[config.mk]
export PLATFORM = sky130hd
export DESIGN_NAME = skipadd_unit
export DESIGN_NICKNAME = d
export VERILOG_FILES = /design/src/rtl/skipadd_pkg.sv /design/src/rtl/full_adder_bit.sv /design/src/rtl/operand_latch.sv /design/src/rtl/carry_skip_group.sv /design/src/rtl/skipadd_unit.sv
export SDC_FILE = /design/constraint.sdc
export NUM_CORES = 1
export LEC_CHECK = 0
export BUFFER_PORTS_ARGS = -buffer_cell sky130_fd_sc_hd__buf_2
export CAP_MARGIN = 5
export CORE_MARGIN = 2
export CORE_UTILIZATION = 52
export CTS_CLUSTER_DIAMETER = 30
export DETAILED_ROUTE_END_ITERATION = 8
export MAX_ROUTING_LAYER = met4
export PLACE_DENSITY_LB_ADDON = 0.25
export REMOVE_ABC_BUFFERS = 1
export SLEW_MARGIN = 20
export SYNTH_ARGS = -nofsm -noshare
export SYNTH_HDL_FRONTEND = slang
export SYNTH_SLANG_ARGS = --single-unit
[constraint.sdc]
create_clock -name clk -period 11.6 [get_ports clk]
set_clock_uncertainty 0.15 [all_clocks]
set_input_delay 1.74 -clock clk [delete_from_list [all_inputs] [get_ports clk]]
set_output_delay 1.74 -clock clk [all_outputs]
set_load 0.01 [all_outputs]
[src/rtl/skipadd_pkg.sv]
package skipadd_pkg;
    // Strobe bundle for one operand latch.
    typedef struct packed {
        logic clr;
        logic ld_alt;
        logic ld_bus;
    } opnd_ctl_t;
endpackage

[src/rtl/full_adder_bit.sv]
module full_adder_bit (
    input  logic a,
    input  logic b,
    input  logic ci,
    output logic s,
    output logic co
);
    always_comb begin
        s  = a ^ b ^ ci;
        co = (a & b) | (ci & (a ^ b));
    end
endmodule

[src/rtl/operand_latch.sv]
module operand_latch
    import skipadd_pkg::*;
#(
    parameter int W       = 16,
    parameter bit HAS_ALT = 1'b1
) (
    input  logic         clk,
    input  logic         rst_n,
    input  opnd_ctl_t    ctl,
    input  logic [W-1:0] bus_val,
    input  logic [W-1:0] alt_val,
    output logic [W-1:0] q
);
    logic [W-1:0] alt_term;
    logic [W-1:0] base;

    generate
        if (HAS_ALT) begin : g_alt
            assign alt_term = ctl.ld_alt ? alt_val : '0;
        end else begin : g_noalt
            assign alt_term = '0;
        end
    endgenerate

    // The clear acts before the set, so a clear plus load gives the loaded value.
    always_comb begin
        base = ctl.clr ? '0 : q;
    end

    always_ff @(posedge clk or negedge rst_n) begin
        if (!rst_n) begin
            q <= '0;
        end else begin
            q <= base | alt_term | (ctl.ld_bus ? bus_val : '0);
        end
    end
endmodule

[src/rtl/carry_skip_group.sv]
module carry_skip_group #(
    parameter int G = 4
) (
    input  logic [G-1:0] a,
    input  logic [G-1:0] b,
    input  logic         ci,
    output logic [G-1:0] s,
    output logic         ripple_co,
    output logic         skip_co,
    output logic         co
);
    logic [G:0] c;

    assign c[0] = ci;

    generate
        for (genvar i = 0; i < G; i++) begin : g_bit
            full_adder_bit fa_i (
                .a  (a[i]),
                .b  (b[i]),
                .ci (c[i]),
                .s  (s[i]),
                .co (c[i+1])
            );
        end
    endgenerate

    always_comb begin
        ripple_co = c[G];
        skip_co   = ci & (&(a | b));
        co        = ripple_co | skip_co;
    end
endmodule

[src/rtl/skipadd_unit.sv]
module skipadd_unit
    import skipadd_pkg::*;
#(
    parameter int WIDTH = 16,
    parameter int GROUP = 4
) (
    input  logic             clk,
    input  logic             rst_n,
    input  logic [WIDTH-1:0] bus_i,
    input  logic [WIDTH-1:0] acc_i,
    input  logic             clr_i,
    input  logic             ld_x_acc_i,
    input  logic             ld_x_bus_i,
    input  logic             ld_y_bus_i,
    input  logic             cin_i,
    output logic [WIDTH-1:0] sum_o,
    output logic             cout_o
);
    localparam int NGROUPS = WIDTH / GROUP;

    opnd_ctl_t        x_ctl;
    opnd_ctl_t        y_ctl;
    logic [WIDTH-1:0] x_q;
    logic [WIDTH-1:0] y_q;
    logic [NGROUPS:0] gc;
    logic [NGROUPS-1:0] grp_ripple;
    logic [NGROUPS-1:0] grp_skip;

    always_comb begin
        x_ctl = '{clr: clr_i, ld_alt: ld_x_acc_i, ld_bus: ld_x_bus_i};
        y_ctl = '{clr: clr_i, ld_alt: 1'b0, ld_bus: ld_y_bus_i};
    end

    operand_latch #(.W(WIDTH), .HAS_ALT(1'b1)) x_reg_i (
        .clk     (clk),
        .rst_n   (rst_n),
        .ctl     (x_ctl),
        .bus_val (bus_i),
        .alt_val (acc_i),
        .q       (x_q)
    );

    operand_latch #(.W(WIDTH), .HAS_ALT(1'b0)) y_reg_i (
        .clk     (clk),
        .rst_n   (rst_n),
        .ctl     (y_ctl),
        .bus_val (bus_i),
        .alt_val ('0),
        .q       (y_q)
    );

    assign gc[0] = cin_i;

    generate
        for (genvar g = 0; g < NGROUPS; g++) begin : g_slice
            carry_skip_group #(.G(GROUP)) grp_i (
                .a         (x_q[g*GROUP +: GROUP]),
                .b         (y_q[g*GROUP +: GROUP]),
                .ci        (gc[g]),
                .s         (sum_o[g*GROUP +: GROUP]),
                .ripple_co (grp_ripple[g]),
                .skip_co   (grp_skip[g]),
                .co        (gc[g+1])
            );
        end
    endgenerate

    assign cout_o = gc[NGROUPS];
endmodule

==> metrics <==
worst slack, placed about 1.1 ns; Yosys warning count 0; Slowest cell on crit path fa_1; reg2reg start x_reg_i.q[15]$_DFF_PN0_; Syn Std Cell Area just over 0.002 mm^2; Hold Fails Final Rpt 0; layout cells sized above 1 25.9%; top-area cell type share of the netlist area 39.0%; sequential element share of the synthesized area ~40%; critical path launch point type input port; Layout Utilization slightly above 60%; Setup crit end sum_o[15]; GR Util met3 a little under 5%; initial antenna violation count 0; status completed; Max-Slew Margin vs Limit 50.6%; Routability Congestion between 0.7 and 0.8; M1 GR Usage roughly 28%; RSZ-0062 raised after global routing no; ANT cells 0; ys flop type dfrtp_1; initial drt markers 62; Clk pin slew, worst setup/hold paths 0.06 ns; Max clock buf depth 2; asr flop ratio synth between 90% and 100%; DR WL/cell 13.9 um; FF+latch count, synth 32; Starting Density a little under three fifths; PortBufs 55; Worst R2R End x_reg_i.q[15]$_DFF_PN0_; Final WS setup roughly 1.1 ns; most frequent cell after synthesis inv_1; clock period minus final worst setup slack 10.49 ns; DRT Wirelength just over 4000 um; Final ANT Viol Nets 0; crit path DAT ~8.6 ns; Tightest Pin Transition approximately 0.74 ns; hold slack final just over 0.4 ns; worst-case vdd ir drop 0.0881 mV; Setup crit end kind output pin; Remaining DRCs 0; leading cell types by count after synthesis inv_1 (42), dfrtp_1 (32), o21ai_0 (30); Pre-antenna DRT Iters 4; Syn Inst Count ~210; Hold Path Origin y_reg_i.q[11]$_DFF_PN0_; DP Cell Count about 280; # setup viols final 0; fin crit share between 90% and 100%; routed vias/inst 5.00; Placed Area 0.00223 mm^2; Req. time, crit path just under 10 ns; Detail Placement HPWL 2950 um; EDFF count, synth 0; setup_tns 0 ns; GR Layer Usage met2 between 30% and 40%; Final Max Tran Viols 0; TritonCTS buffer count 5; postcts setup bufs 0; P&R area growth vs syn 12.5%; IO Count between 50 and 60; most used cell, CP fa_1; total track usage ~22%; Sinks on Clock Net 32; row cnt 22; H-tree Lvls 2; MaxCap Viol Count 0; WS Path Type input port to output pin; slowest stage delay, CP approximately 0.4 ns; Synth Area per Inst approximately 10 um^2; Die H roughly 67 um; first-pass GRT wire length around 6800 um; R2R Setup Slk 10.73 ns; TritonCTS clock tree done; Die Wd around 67 um; vias post-DR between 1000 and 1500; top cells by area, synth dfrtp_1 (39%), fa_1 (16%), ha_1 (9.7%), inv_1 (7.7%), o21ai_0 (7.3%); CTS Hold Bufs 0; clock root buffer clkbuf_8; nets 314; largest net degree at the start of global routing 33; DIE AREA 0.00447 mm^2; Worst R2R Path Depth 2; GR peak layer met2; leading area contributor after synthesis dfrtp_1; Min-Delay Path Class flip-flop to flip-flop; vias in the first global route roughly 1500; critical-path maximum fanout 3; final std cells w/o fill just under 300; power consumption roughly 310 uW; P_leak around 1.2 nW; core box area 0.00372 mm^2; post-route cell area 0.00231 mm^2; Peak Freq around 95 MHz; synth unique cells 18; post_cts resized 0; pwr/cell area between 100 and 150 mW/mm^2; worst skew pair latency 0.29 ns; total gr overflow 0; CP startpoint cin_i
-- cells in the final DEF (no fill, tap or decap) --
cell	n
clkbuf_8	5
or4_1	1
clkbuf_1	1
nand2_1	16
clkinv_2	1
or4_4	1
inv_1	42
o21ai_1	2
a21oi_1	2
nor4_1	2
a22oi_1	16
dfrtp_1	32
buf_2	55
nand2b_1	1
fa_1	16
ha_1	16
o21ai_0	30
a21o_1	3
o21ai_2	1
-- sequential cells by signal, indices dropped and copies added (netlist names) --
signal / flops
x_reg_i.q: 16
y_reg_i.q: 16
-- critical path, delay by kind of cell --
family / cells / cell delay (ns)
buffers and inverters: 9 / 0.68
adders and majority gates: 16 / 5.47
and+or+nand+nor: 1 / 0.06
AOI/OAI and AO/OA: 4 / 0.68
-- area by class of cell --
cell class | count | area, um^2
clock inverter | 1 | 5.00
clock buffer | 6 | 72.6
fill | 337 | 1410
sequential | 32 | 801
inverter | 42 | 158
multi-input combinational | 107 | 940
timing repair buffer | 55 | 275
tap | 48 | 60.1
-- per-layer routing --
| layer | vias to the layer above | share of wire (%) | routed length [um] |
|---|---|---|---|
| li1 | 704 | - | - |
| met1 | 703 | 45 | 1830 |
| met2 | 42 | 48 | 1930 |
| met3 | 7 | 5.5 | 223 |
| met4 | 0 | 1.7 | 69 |
| met5 | - | 0 | 0 |
-- worst min path at each step --
stage / depth (start not counted) / to
after floorplan: 2 / y_reg_i.q[0]$_DFF_PN0_
after global placement: 2 / y_reg_i.q[0]$_DFF_PN0_
after CTS: 2 / y_reg_i.q[0]$_DFF_PN0_
final: 2 / y_reg_i.q[11]$_DFF_PN0_
after global routing: 2 / y_reg_i.q[11]$_DFF_PN0_
after detailed placement: 2 / y_reg_i.q[0]$_DFF_PN0_
-- power breakdown --
| part | leakage [nW] | total, mW | internal [mW] | switching [mW] |
|---|---|---|---|---|
| Combinational | 0.832 | 0.104 | 0.0449 | 0.0587 |
| Sequential | 0.371 | 0.130 | 0.122 | 0.00758 |
| Clock | 0.0410 | 0.0809 | 0.0407 | 0.0402 |
| Total | 1.24 | 0.314 | 0.208 | 0.106 |
-- logic make-up (layout without fill, tap and decap cells) --
group / Yosys count / after routing / share of synthesized area [%]
and+or+nand+nor: 21 / 21 / 4.75
adders and majority gates: 32 / 32 / 25.3
AOI/OAI and AO/OA: 54 / 54 / 15.7
buffers and inverters: 67 / 104 / 15.3
DFF: 32 / 32 / 39.0
Power figures use the tool's default switching activity.
